==> config.mk <==
export PLATFORM = sky130hd
export DESIGN_NAME = odr_flag_reg
export DESIGN_NICKNAME = d
export VERILOG_FILES = /design/src/rtl/odr_pkg.sv /design/src/rtl/odr_sync.sv /design/src/rtl/odr_prescale.sv /design/src/rtl/odr_detect.sv /design/src/rtl/odr_flag_reg.sv
export SDC_FILE = /design/constraint.sdc
export NUM_CORES = 1
export LEC_CHECK = 0
export ABC_CLOCK_PERIOD_IN_PS = 2500
export BUFFER_PORTS_ARGS = -buffer_cell sky130_fd_sc_hd__buf_2
export CORE_MARGIN = 1.5
export CORE_UTILIZATION = 36
export CTS_CLUSTER_SIZE = 40
export DETAILED_ROUTE_END_ITERATION = 10
export PLACE_DENSITY = 0.63
export SYNTH_ARGS = -nofsm -noshare
export SYNTH_HDL_FRONTEND = slang
export SYNTH_HIERARCHICAL = 1
export SYNTH_SLANG_ARGS = --single-unit
==> constraint.sdc <==
create_clock -name clk -period 2.5 [get_ports clk]
set_input_delay 0.75 -clock clk [delete_from_list [all_inputs] [get_ports clk]]
set_output_delay 0.75 -clock clk [all_outputs]
set_load 0.005 [all_outputs]
==> src/rtl/odr_pkg.sv <==
package odr_pkg;
  localparam int NPIN = 4;

  typedef enum logic [1:0] {
    DET_FALL   = 2'b00,
    DET_LOW_A  = 2'b01,
    DET_LOW_B  = 2'b10,
    DET_LOW_C  = 2'b11
  } det_mode_e;

  localparam logic ADDR_STATUS  = 1'b0;
  localparam logic ADDR_CONTROL = 1'b1;
endpackage

==> src/rtl/odr_sync.sv <==
module odr_sync #(
  parameter int STAGES = 2
) (
  input  logic clk,
  input  logic rst,
  input  logic din,
  output logic dout
);
  logic [STAGES-1:0] chain;

  always_ff @(posedge clk) begin
    if (rst) chain <= '1;
    else     chain <= {chain[STAGES-2:0], din};
  end

  assign dout = chain[STAGES-1];
endmodule

==> src/rtl/odr_prescale.sv <==
module odr_prescale #(
  parameter int SEL_W = 2
) (
  input  logic             clk,
  input  logic             rst,
  input  logic [SEL_W-1:0] sel,
  output logic             tick
);
  localparam int CNT_W = (1 << SEL_W) - 1;

  logic [CNT_W-1:0] cnt;
  logic [CNT_W-1:0] mask;

  always_ff @(posedge clk) begin
    if (rst) cnt <= '0;
    else     cnt <= cnt + 1'b1;
  end

  always_comb begin
    mask = ~({CNT_W{1'b1}} << sel);
    tick = ((cnt & mask) == mask);
  end
endmodule

==> src/rtl/odr_detect.sv <==
module odr_detect
  import odr_pkg::*;
#(
  parameter int LVL_W = 8,
  parameter int LEN_A = 8,
  parameter int LEN_B = 16,
  parameter int LEN_C = 128
) (
  input  logic      clk,
  input  logic      rst,
  input  logic      pin_s,
  input  logic      tick,
  input  det_mode_e mode,
  output logic      evt
);
  logic             prev;
  logic [LVL_W-1:0] run_len;
  logic [LVL_W-1:0] target;
  logic             fall;
  logic             lvl_hit;

  always_comb begin
    case (mode)
      DET_LOW_A: target = LVL_W'(LEN_A);
      DET_LOW_B: target = LVL_W'(LEN_B);
      DET_LOW_C: target = LVL_W'(LEN_C);
      default:   target = LVL_W'(LEN_C);
    endcase
  end

  always_ff @(posedge clk) begin
    if (rst) begin
      prev    <= 1'b1;
      run_len <= '0;
    end else begin
      prev <= pin_s;
      if (pin_s)
        run_len <= '0;
      else if (tick && run_len < target)
        run_len <= run_len + 1'b1;
    end
  end

  always_comb begin
    fall    = prev & ~pin_s;
    lvl_hit = tick & ~pin_s & (run_len >= target - 1'b1);
    evt     = (mode == DET_FALL) ? fall : lvl_hit;
  end
endmodule

==> src/rtl/odr_flag_reg.sv <==
module odr_flag_reg
  import odr_pkg::*;
#(
  parameter int DATA_W      = 16,
  parameter int FLAG_LSB    = 12,
  parameter int SYNC_STAGES = 2,
  parameter int PRE_W       = 2,
  parameter int LVL_W       = 8,
  parameter int LEN_A       = 8,
  parameter int LEN_B       = 16,
  parameter int LEN_C       = 128
) (
  input  logic              clk,
  input  logic              rst,
  input  logic              bus_addr,
  input  logic              bus_rd,
  input  logic              bus_wr,
  input  logic [DATA_W-1:0] bus_wdata,
  output logic [DATA_W-1:0] bus_rdata,
  input  logic [NPIN-1:0]   req_pin,
  output logic              hiz_req
);
  localparam int MODE_W = 2 * NPIN;
  localparam int CTL_W  = MODE_W + PRE_W;

  logic [CTL_W-1:0] ctl;
  logic [NPIN-1:0]  pin_s;
  logic [NPIN-1:0]  evt;
  logic [NPIN-1:0]  flags;
  logic [NPIN-1:0]  armed;
  logic             tick;
  logic             st_wr, st_rd;

  assign st_wr = bus_wr && (bus_addr == ADDR_STATUS);
  assign st_rd = bus_rd && (bus_addr == ADDR_STATUS);

  always_ff @(posedge clk) begin
    if (rst)
      ctl <= '0;
    else if (bus_wr && bus_addr == ADDR_CONTROL)
      ctl <= bus_wdata[CTL_W-1:0];
  end

  odr_prescale #(.SEL_W(PRE_W)) u_pre (
    .clk  (clk),
    .rst  (rst),
    .sel  (ctl[CTL_W-1:MODE_W]),
    .tick (tick)
  );

  for (genvar i = 0; i < NPIN; i++) begin : g_pin
    odr_sync #(.STAGES(SYNC_STAGES)) u_sync (
      .clk  (clk),
      .rst  (rst),
      .din  (req_pin[i]),
      .dout (pin_s[i])
    );

    odr_detect #(
      .LVL_W (LVL_W),
      .LEN_A (LEN_A),
      .LEN_B (LEN_B),
      .LEN_C (LEN_C)
    ) u_det (
      .clk   (clk),
      .rst   (rst),
      .pin_s (pin_s[i]),
      .tick  (tick),
      .mode  (det_mode_e'(ctl[2*i+1 -: 2])),
      .evt   (evt[i])
    );

    logic zero_wr;
    assign zero_wr = st_wr && !bus_wdata[FLAG_LSB+i];

    always_ff @(posedge clk) begin
      if (rst) begin
        flags[i] <= 1'b0;
        armed[i] <= 1'b0;
      end else begin
        if (evt[i])
          flags[i] <= 1'b1;
        else if (zero_wr && armed[i])
          flags[i] <= 1'b0;

        if (zero_wr)
          armed[i] <= 1'b0;
        else if (st_rd && flags[i])
          armed[i] <= 1'b1;
      end
    end
  end

  always_ff @(posedge clk) begin
    if (rst) begin
      bus_rdata <= '0;
      hiz_req   <= 1'b0;
    end else begin
      hiz_req <= |flags;
      if (bus_rd) begin
        bus_rdata <= '0;
        if (bus_addr == ADDR_STATUS)
          bus_rdata[FLAG_LSB +: NPIN] <= flags;
        else
          bus_rdata[CTL_W-1:0] <= ctl;
      end
    end
  end
endmodule

Yosys cells after proc, flatten, opt, wreduce, memory -nomap -nowiden
Index checks and enable logic that the tools add are counted.

storage, ports and cells
  register bits = 80
  input port bits = 25
  output and inout port bits = 17

cells by class
  $add $sub $neg = 9
  magnitude comparators = 8
  equal/unequal tests = 9
  shift operators = 1
  mux-type cells = 18
  bitwise logic cells = 19
  reductions and logical operators = 40

operators by type and width
  kind                                                                 number
  8-bit case mux with 2 select lines                                   4
  8-bit by 1-bit adder with 8-bit output (second input constant)       4
  8-bit >= comparator                                                  4
  8-bit < comparator                                                   4
  8-bit by 1-bit subtractor with 8-bit output (second input constant)  4
  1-bit logical AND                                                    19
  2-bit OR reduction                                                   8
  1-bit bitwise AND                                                    12
  1-bit 2-to-1 mux                                                     12
  10-bit 2-to-1 mux                                                    1
  2-bit by 1-bit == test with 1-bit output (second input constant)     4
  2-bit == test (second input constant)                                4
  2-bit zero test                                                      4
  2-bit nonzero test                                                   4
  1-bit NOT                                                            5
  1-bit zero test                                                      4
  4-bit 2-to-1 mux                                                     1
  4-bit OR reduction                                                   1
  3-bit by 1-bit adder with 3-bit output (second input constant)       1
  3-bit bitwise AND                                                    1
  3-bit == test                                                        1
  3-bit NOT                                                            1
  3-bit by 2-bit << shifter with 3-bit output (first input constant)   1

Depth between registers and ports, before layout
Gate-level depths: netlist of the first run.

  depth after elaboration = 8
  mapped depth = 9
  gate-level depth less buffers = 9

By module
Netlist of the first run, hierarchy kept.

modules (own cells, without submodules)
  module        instances  cells an instance  area each (µm²)
  odr_detect    4          72                 634.4
  odr_flag_reg  1          147                1456.4
  odr_sync      4          4                  52.6
  odr_prescale  1          12                 115.1

Least setup slack after synthesis of the first run
Ideal clock, no wire load.

  kind = reg2reg
  start point = register u_pre.cnt[0]
  end point = register g_pin[0].u_det.run_len[3]
  library setup time = 70 ps
  data arrival time = 2039 ps
  path slack = 391 ps
  cell stages (with the launch flop) = 7
  cell sequence = dfxtp_1 -> o21ai_1 -> a22oi_1 -> nor3b_1 -> a41oi_2 -> or3_1 -> a21oi_1

between the ends
  word-level cells in the longest chain between the ends = 3

ends and longest elaborated chain
  element                 RTL line            text
  from (decl)             odr_prescale.sv:11  logic [CNT_W-1:0] cnt;
  from (signal assigned)  odr_prescale.sv:16  else cnt <= cnt + 1'b1;
  3-bit bitwise AND       odr_prescale.sv:21  tick = ((cnt & mask) == mask);
  3-bit == test           odr_prescale.sv:21
  named net tick          odr_flag_reg.sv:31  logic tick;
  1-bit logical AND       odr_detect.sv:39    else if (tick && run_len < target)
  to (signal assigned)    odr_detect.sv:40    run_len <= run_len + 1'b1;
  to (decl)               odr_detect.sv:17    logic [LVL_W-1:0] run_len;

The timed path passes the listed nets, and every way through them passes these cells.
A chain may end at the register's enable or synchronous reset.

Worst setup path after layout of the first run
  start point = register ctl[0]
  end point = register flags[0]

between the ends
  word-level cells in the longest chain between the ends = 7
  elaborated cells between the ends (all ways) = 10

ends and longest elaborated chain
  element                                                                    RTL line            text
  from (decl)                                                                odr_flag_reg.sv:26  logic [CTL_W-1:0] ctl;
  from (signal assigned)                                                     odr_flag_reg.sv:41  ctl <= bus_wdata[CTL_W-1:0];
  2-bit == test or 2-bit by 1-bit == test with 1-bit output (tied branches)  odr_detect.sv:23    case (mode)
  8-bit case mux with 2 select lines                                         odr_detect.sv:23
  8-bit by 1-bit subtractor with 8-bit output                                odr_detect.sv:46    lvl_hit = tick & ~pin_s & (run_len >= target - 1'b1);
  8-bit >= comparator                                                        odr_detect.sv:46
  1-bit bitwise AND                                                          odr_detect.sv:46
  1-bit 2-to-1 mux (*)                                                       odr_detect.sv:47    evt = (mode == DET_FALL) ? fall : lvl_hit;
  named net evt[0]                                                           odr_flag_reg.sv:28  logic [NPIN-1:0] evt;
  1-bit 2-to-1 mux or 2-bit nonzero test (tied branches)                     --
  to (signal, indexed assignment)                                            odr_flag_reg.sv:78  flags[i] <= 1'b0;
  to (signal, indexed assignment)                                            odr_flag_reg.sv:82  flags[i] <= 1'b1;
  to (signal, indexed assignment)                                            odr_flag_reg.sv:84  flags[i] <= 1'b0;
  to (decl)                                                                  odr_flag_reg.sv:29  logic [NPIN-1:0] flags;

The timed path passes the listed nets; every way through them passes the cells marked *.

==> results of run 1 <==
==> stage by stage <==
stage | hold slack (ns) | worst slack, ns | power, mW
floorplan | 0.383 | 0.391 | 1.55
global placement | 0.387 | 0.381 | 1.60
detailed placement | 0.392 | 0.287 | 1.61
CTS | 0.408 | 0.274 | 3.08
global route | 0.428 | 0.0902 | 3.18
finish | 0.405 | 0.270 | 3.04
==> cells by family after synthesis <==
group	after synthesis
AO/OA/AOI/OAI	104
XOR/XNOR	13
adder cells (fa/ha/maj)	45
buffers and inverters	64
flip-flops	80
multiplexers	4
other	1
AND/OR/NAND/NOR	152
==> final timing paths <==
kind,startpoint,to,cells past startpoint
setup / recovery,ctl[0],flags[0],9
hold / removal,g_pin[0].u_sync/chain[0],g_pin[0].u_sync/chain[1],1
setup reg to reg,ctl[0],flags[0],9
hold reg to reg,g_pin[0].u_sync/chain[0],g_pin[0].u_sync/chain[1],1
==> cell usage in the layout (no fill, tap or decap), types with 5 or more instances in the layout <==
cell,n
sky130_fd_sc_hd__inv_1,45
sky130_fd_sc_hd__or3_1,12
sky130_fd_sc_hd__dfxtp_1,80
sky130_fd_sc_hd__nor4_1,5
sky130_fd_sc_hd__nor3_1,8
sky130_fd_sc_hd__nor2_1,23
sky130_fd_sc_hd__nand3b_1,8
sky130_fd_sc_hd__or2_1,8
sky130_fd_sc_hd__o21ai_0,16
sky130_fd_sc_hd__xnor2_1,9
sky130_fd_sc_hd__nand3_1,32
sky130_fd_sc_hd__clkbuf_16,9
sky130_fd_sc_hd__nor3b_1,8
sky130_fd_sc_hd__a21oi_1,40
sky130_fd_sc_hd__nand2b_1,18
sky130_fd_sc_hd__buf_2,37
sky130_fd_sc_hd__a21bo_2,10
sky130_fd_sc_hd__ha_1,45
sky130_fd_sc_hd__nand2_1,5
==> cells in the mapped netlist, types with 6 or more instances <==
| library cell | number | area [µm²] |
|---|---|---|
| sky130_fd_sc_hd__dfxtp_1 | 80 | 1600 |
| sky130_fd_sc_hd__ha_1 | 45 | 563 |
| sky130_fd_sc_hd__inv_1 | 45 | 169 |
| sky130_fd_sc_hd__a21oi_1 | 40 | 200 |
| sky130_fd_sc_hd__nand3_1 | 32 | 160 |
| sky130_fd_sc_hd__nor2_1 | 23 | 86.3 |
| sky130_fd_sc_hd__nand2b_1 | 18 | 113 |
| sky130_fd_sc_hd__o21ai_0 | 16 | 80.1 |
| sky130_fd_sc_hd__or3_1 | 12 | 75.1 |
| sky130_fd_sc_hd__a21bo_2 | 10 | 100 |
| sky130_fd_sc_hd__xnor2_1 | 9 | 78.8 |
| sky130_fd_sc_hd__nand3b_1 | 8 | 60.1 |
| sky130_fd_sc_hd__nor3_1 | 8 | 40.0 |
| sky130_fd_sc_hd__nor3b_1 | 8 | 60.1 |
| sky130_fd_sc_hd__or2_1 | 8 | 50.1 |
| sky130_fd_sc_hd__buf_2 | 6 | 30.0 |
==> power groups by stage <==
stage                     sequential, mW  combinational (mW)  clock, mW
after floorplan                     1.35               0.194          0
after detailed placement            1.36               0.251          0
final                               1.33               0.251       1.46
after CTS                           1.33               0.253       1.50
after global placement              1.36               0.243          0
after global routing                1.33               0.285       1.57
==> flip-flops by register name (all words and copies together) (netlist names) <==
signal and flops:
bus_rdata 14, g_pin.u_det/prev 4, flags 4, armed 4
u_pre/cnt 3, g_pin.u_sync/chain 8, hiz_req 1, g_pin.u_det/run_len 32
ctl 10
==> worst max-delay path, delay by kind of cell (launching register included) <==
kind | cells | cell delay, ns
compound gates | 5 | 0.88
fa+ha+maj | 2 | 0.67
flops | 1 | 0.38
simple gates | 1 | 0.09
buf+inv | 1 | 0.08
==> per-layer routing <==
layer	vias to the layer above	routed length, µm	part of all wire, %
li1	1696	-	-
met1	1549	4060	47
met2	38	4210	49
met3	6	237	2.8
met4	0	66	0.77
met5	-	0	0
==> area by class of cell <==
cell class	count	area, µm²
clock buffers	9	225
clock inverters	7	108
fillers	1108	6640
inverters	45	169
multi-input cells	320	2420
flip-flops and latches	80	1600
well taps	143	179
repair buffers	41	215
==> metrics.md, run 1 <==
| Metric | Value |
|---|---|
| Fraction of power consumed by combinational cells | `under 10%` |
| Average instance area after synthesis | `slightly above 9 µm²` |
| Clock Power Share | `a little under 50%` |
| GRT busiest layer | `met2` |
| Largest net degree at the start of global routing | `38` |
| Area fraction in compound gates after synthesis | `17.0%` |
| Highest fanout seen on the critical path | `4` |
| Overall via count from detail_route | `between 3k and 4k` |
| Required time of the critical path | `roughly 2.7 ns` |
| Max frequency | `448 MHz` |
| Count of buffers inserted at the top-level ports | `37` |
| Max Buffers Root-to-Sink | `2` |
| Core area | `between 10,000 and 15,000 µm²` |
| Via count of the first global-routing pass | `3,364` |
| Cell-by-cell listing of the critical path | `inv_1 > ha_1 > ha_1 > a21o_1 > a211oi_1 > o21ai_0 > a32o_1 > nor2_1 > a311oi_1` |
| Number of antenna violations at the first check in global routing | `0` |
| Final-report hold violation count | `0` |
| Routed wire length | `8.58 mm` |
| Aggregate global routing overflow | `0` |
| Cell count after synthesis | `approximately 460` |
| Clk_skew | `0.0119 ns` |
| Met2 Use GR | `approximately a quarter` |
| Switch Pwr | `0.731 mW` |
| I/O pins | `between 40 and 50` |
| Number of gates given a new drive strength after cts | `0` |
| Total standard cell area after synthesis | `about 4300 µm²` |
| Leakage power total | `~2.0 nW` |
| Post-synthesis sequential element count | `80` |
| Post-route insts no fill | `between 600 and 700` |
| Initial drt markers | `roughly 150` |
| GR met3 Demand/Resource | `under 10%` |
| Fraction of layout cells with a size suffix above 1 | `18.1%` |
| Placed instance count | `roughly 630` |
| Critical path endpoint category | `flop` |
| Inserted Clock Buffers | `9` |
| Sequential element share of the synthesized area | `37.1%` |
| Total Die Area | `approximately 13,000 µm²` |
| Length of the first detailed-routing pass in iterations | `4` |
| Post-CTS setup buffer count | `0` |
| End-of-flow core utilization | `between 40% and 50%` |
| Effective utilization at floorplan | `37.3%` |
| WS Path Type | `reg -> reg` |
| Cell at the root of the clock tree | `sky130_fd_sc_hd__clkbuf_16` |
| Xor/xnor cell area share of the yosys netlist | `under 10%` |
| Clock transition at the register clock pins on the worst setup and hold paths after CTS | `0.07 ns` |
| R2R Setup Slk | `between 0.2 and 0.3 ns` |
| CTS tree | `built` |
| Register share of total power | `43.7%` |
| Accumulated negative setup slack | `0 ns` |
| Fin crit period | `2.23 ns` |
| Number of clock sinks | `80` |
| Worst-path cell with the longest stage delay | `sky130_fd_sc_hd__dfxtp_1` |
| Peak supply drop | `around 0.00028 V` |
| Worst relative slew slack | `between 50 and 60%` |
| Number of antenna-violating nets in the routed design | `0` |
| Area delta synth->final | `13.9%` |
| Setup crit start kind | `flop` |
| Period utilization | `89.2%` |
| Routability-driven placement congestion ratio | `0.766` |
| Depth of the CTS H-tree | `3` |
| Switching power share of the total | `approximately a quarter` |
| Layout Cell Area excl Fill | `between 4000 and 5000 µm²` |
| Residual DRC | `0` |
| Slew of the pin with the lowest slew margin | `~0.68 ns` |
| Setup repair after global routing missed its margin | `false` |
| Power density normalized to cell area | `a little over 600 nW/µm²` |
| Internal power | `2.31 mW` |
| Dominant combinational cell family by area after synthesis | `simple AND/OR/NAND/NOR gates` |
| Most instantiated flip-flop cell in the synthesis netlist | `sky130_fd_sc_hd__dfxtp_1` |
| Data arrival, critical path | `roughly 2.5 ns` |
| Final net count | `~570` |
| Number of flops mapped to enable cells by yosys | `0` |
| Y dimension of the die | `between 100 and 150 µm` |
| All-Layer GR Usage | `between 10% and 20%` |
| Number of setup violations in the final report | `0` |
| Hold-fix buffers, CTS | `0` |
| Delay of the slowest cell on the worst path | `around 0.38 ns` |
| Multiplexer share of the synthesized area | `less than 1%` |
| Number of core rows | `39` |
| Number of max-cap violations | `0` |
| ANT cells | `0` |
| Area fraction in and, or, nand and nor cells after synthesis | `between 20% and 30%` |
| Distinct cells, synth | `43` |
| Most used cell along the critical path | `sky130_fd_sc_hd__ha_1` |
| Class of the tightest hold or removal check | `reg -> reg` |
| Insertion delay to the later sink of the worst-skew pair | `about 0.34 ns` |
| Wire length per cell after detailed routing | `roughly 13 µm` |
| Die X-Extent | `~110 µm` |
| Adder-cell area share of the yosys netlist | `between 10% and 20%` |
| Met1 global-route usage | `a little under a fifth` |
| Routed vias/inst | `5.10` |
| Run status | `finished, final reports clean` |
| Final max-slew violation count | `0` |
| FFs w/ async S/R, synth | `0%` |
| Placed standard-cell area | `4590 µm²` |
| Yosys synthesis warning count | `6` |
| Global-route wire length before repair | `~15 mm` |
| HPWL after DPL | `6.19 mm` |
No activity file was read; power rests on OpenSTA's default activity.
==> inputs of run 2 (changes only) <==
==> constraint.sdc (replaced) <==
create_clock -name clk -period 2.5 [get_ports clk]
set_input_delay 0.125 -clock clk [delete_from_list [all_inputs] [get_ports clk]]
set_output_delay 0.125 -clock clk [all_outputs]
set_load 0.005 [all_outputs]
==> run 2 against run 1 <==
Net effect:
- sequential share of layout area decreased by 0.12 points
- design area increased by 0.36%
- non-clock buffer count increased by 1
- flip-flop and latch count unchanged
- fmax increased by 2.6%
- highest routed layer unchanged
- critical path type unchanged
- clock power about the same
- combinational power about the same
==> metrics.md, run 2 (synthesis gave the netlist of run 1 again) <==
| Metric | Value |
|---|---|
| Final-report hold violation count | `0 (unchanged)` |
| Worst hold slack | `0.0437 ns (-0.361 ns)` |
| Peak supply drop | `0.000295 V (+7.0%)` |
| Clock Power Share | `48.0% (about the same)` |
| Total number of cells along the worst setup path | `9 (unchanged)` |
| Switch Pwr | `0.724 mW (-0.97%)` |
| Fraction of layout cells with a size suffix above 1 | `17.5% (-0.63 points)` |
| Required time of the critical path | `2.68 ns (-0.04 ns)` |
| Multi-input gate area in the final layout | `2420 µm² (unchanged)` |
| Internal power | `2.31 mW (about the same)` |
| Accumulated negative setup slack | `0 ns (unchanged)` |
| Register share of total power | `43.7% (about the same)` |
| Clock transition at the register clock pins on the worst setup and hold paths after CTS | `0.07 ns (about the same)` |
| Number of antenna-violating nets in the routed design | `0 (unchanged)` |
| Largest registers in the final layout | `g_pin.u_det/run_len: 32 flops, bus_rdata: 14 flops, ctl: 10 flops` |
| Number of antenna violations at the first check in global routing | `0 (unchanged)` |
| Effective utilization at floorplan | `37.3% (unchanged)` |
| Most common cell after layout, fill and taps aside | `sky130_fd_sc_hd__dfxtp_1` |
| Area taken by flip-flops and latches | `1600 µm² (unchanged)` |
| Post-CTS setup buffer count | `0 (unchanged)` |
| Y dimension of the die | `113 µm (unchanged)` |
| Cell at the root of the clock tree | `sky130_fd_sc_hd__clkbuf_16` |
| Fill cell total of the finished layout | `1,106 (-0.18%)` |
| Fraction of power consumed by combinational cells | `8.3% (about the same)` |
| Fin crit period | `2.17 ns (-0.0556 ns)` |
| Critical path endpoint category | `flop` |
| Switching power share of the total | `23.8% (-0.18 points)` |
| Area delta synth->final | `14.3%` |
| Routed vias/inst | `5.19 (+1.8%)` |
| Clk_skew | `0.00656 ns (-0.00532 ns)` |
| Inserted Clock Buffers | `9 (unchanged)` |
| Max reg flops | `32 (unchanged)` |
| Number of setup violations in the final report | `0 (unchanged)` |
| All-Layer GR Usage | `14.2% (-0.61 points)` |
| HPWL after DPL | `6.12 mm (-1.1%)` |
| Layout Cell Area excl Fill | `4940 µm² (+0.36%)` |
| Routability-driven placement congestion ratio | `0.743 (-3.0%)` |
| Aggregate global routing overflow | `0 (unchanged)` |
| Count of buffers inserted at the top-level ports | `37 (unchanged)` |
| R2R Setup Slk | `0.33 ns (+0.06 ns)` |
| Largest net degree at the start of global routing | `49 (+29%)` |
| Overall via count from detail_route | `3,352 (+1.9%)` |
| Number of core rows | `39 (unchanged)` |
| Bufs and invs on worst path | `1 (unchanged)` |
| Highest-count cells in the layout ignoring fill and taps | `80 x sky130_fd_sc_hd__dfxtp_1, 45 x sky130_fd_sc_hd__inv_1, 45 x sky130_fd_sc_hd__ha_1, 40 x sky130_fd_sc_hd__a21oi_1, 37 x sky130_fd_sc_hd__buf_2` |
| Leakage power total | `1.97 nW (+0.12%)` |
| Wire length per cell after detailed routing | `13.3 µm (-0.25%)` |
| Depth of the worst hold-timing path | `3 (+2)` |
| Total Die Area | `12,700 µm² (unchanged)` |
| Slew of the pin with the lowest slew margin | `0.897 ns (+0.215 ns)` |
| Highest fanout seen on the critical path | `4 (unchanged)` |
| Setup repair after global routing missed its margin | `false` |
| Top delay family on crit path | `compound AO/OA/AOI/OAI gates` |
| Largest Register | `g_pin.u_det/run_len` |
| Insertion delay to the later sink of the worst-skew pair | `0.33 ns (about the same)` |
| Length of the first detailed-routing pass in iterations | `4 (unchanged)` |
| Setup crit start kind | `flop` |
| Delay of the slowest cell on the worst path | `0.37 ns (about the same)` |
| Number of max-cap violations | `0 (unchanged)` |
| Period utilization | `87.0% (-2.2 points)` |
| Residual DRC | `0 (unchanged)` |
| WS Path Type | `reg -> reg` |
| Global-route wire length before repair | `14.8 mm (-4.0%)` |
| Initial drt markers | `124 (-19%)` |
| Die X-Extent | `113 µm (unchanged)` |
| Placed standard-cell area | `4570 µm² (-0.49%)` |
| Most used cell along the critical path | `sky130_fd_sc_hd__ha_1` |
| FF-to-FF path depth | `9 (unchanged)` |
| Final net count | `568 (+0.18%)` |
| Power density normalized to cell area | `615 nW/µm² (-0.56%)` |
| Core area | `11,600 µm² (unchanged)` |
| Worst relative slew slack | `40.2% (-14 points)` |
| Data arrival, critical path | `2.35 ns (-0.10 ns)` |
| I/O pins | `42 (unchanged)` |
| Class of the tightest hold or removal check | `in -> reg` |
| Routed wire length | `8.57 mm (about the same)` |
| ANT cells | `0 (unchanged)` |
| Worst-path cell with the longest stage delay | `sky130_fd_sc_hd__dfxtp_1` |
| Number of clock sinks | `80 (unchanged)` |
| Run status | `finished, final reports clean` |
| Via count of the first global-routing pass | `3,347 (-0.51%)` |
| Cell-by-cell listing of the critical path | `inv_1 > ha_1 > ha_1 > a21o_1 > a211oi_1 > o21ai_0 > a32o_1 > nor2_1 > a311oi_1` |
| Max frequency | `460 MHz (+2.6%)` |
| CTS tree | `built` |
| Depth of the CTS H-tree | `3 (unchanged)` |
| Final max-slew violation count | `0 (unchanged)` |
| Max Buffers Root-to-Sink | `2 (unchanged)` |
[run 2: through the flow]
step | instances | power [mW] | setup slack (ns) | utilization [%]
2_1_floorplan | 464 | 1.55 | 0.391 | -
4_1_cts | 646 | 3.09 | 0.315 | 42.7
5_1_grt | 646 | 3.17 | 0.103 | 42.7
6_report | 646 | 3.04 | 0.326 | 42.7
3_3_place_gp | 626 | 1.59 | 0.365 | 39.5
3_5_place_dp | 626 | 1.60 | 0.329 | 39.5
[run 2: power by group through the flow]
stage	logic, mW	clock network [mW]	registers, mW
after CTS	0.255	1.50	1.33
after floorplan	0.194	0	1.35
after detailed placement	0.248	0	1.36
after global routing	0.285	1.56	1.33
after global placement	0.240	0	1.36
final	0.252	1.46	1.33
[run 2: tightest hold or removal path: stages]
cell                      delay [ns]
sky130_fd_sc_hd__buf_2          0.10
sky130_fd_sc_hd__nand3_1        0.05
sky130_fd_sc_hd__a21oi_1        0.05
[run 2: timing repair]
action                                 4_1_cts  5_1_grt
resized for setup                            0        0
endpoints found under the hold margin        4        0
hold buffers                                 4        0
[run 2: metal layers]
metal | share of wire, % | GRT usage [%] | vias up
met4 | 1.1 | 4.05 | 0
li1 | - | - | 1702
met2 | 49 | 25.5 | 38
met1 | 47 | 17.2 | 1604
met3 | 2.4 | 2.81 | 8
met5 | 0 | 0 | -
[run 2: final timing paths]
kind	startpoint	endpoint
setup / recovery	ctl[4]	flags[2]
hold / removal	bus_wdata[9]	ctl[9]
setup reg to reg	ctl[4]	flags[2]
hold reg to reg	g_pin[0].u_sync/chain[0]	g_pin[0].u_sync/chain[1]
[run 2: area by class of cell]
class	instances	share of cell area, %
multi-input cells	320	49.1
clock buffers	9	4.56
repair buffers	42	4.71
flip-flops and latches	80	32.4
clock inverters	7	2.18
well taps	143	3.62
inverters	45	3.42
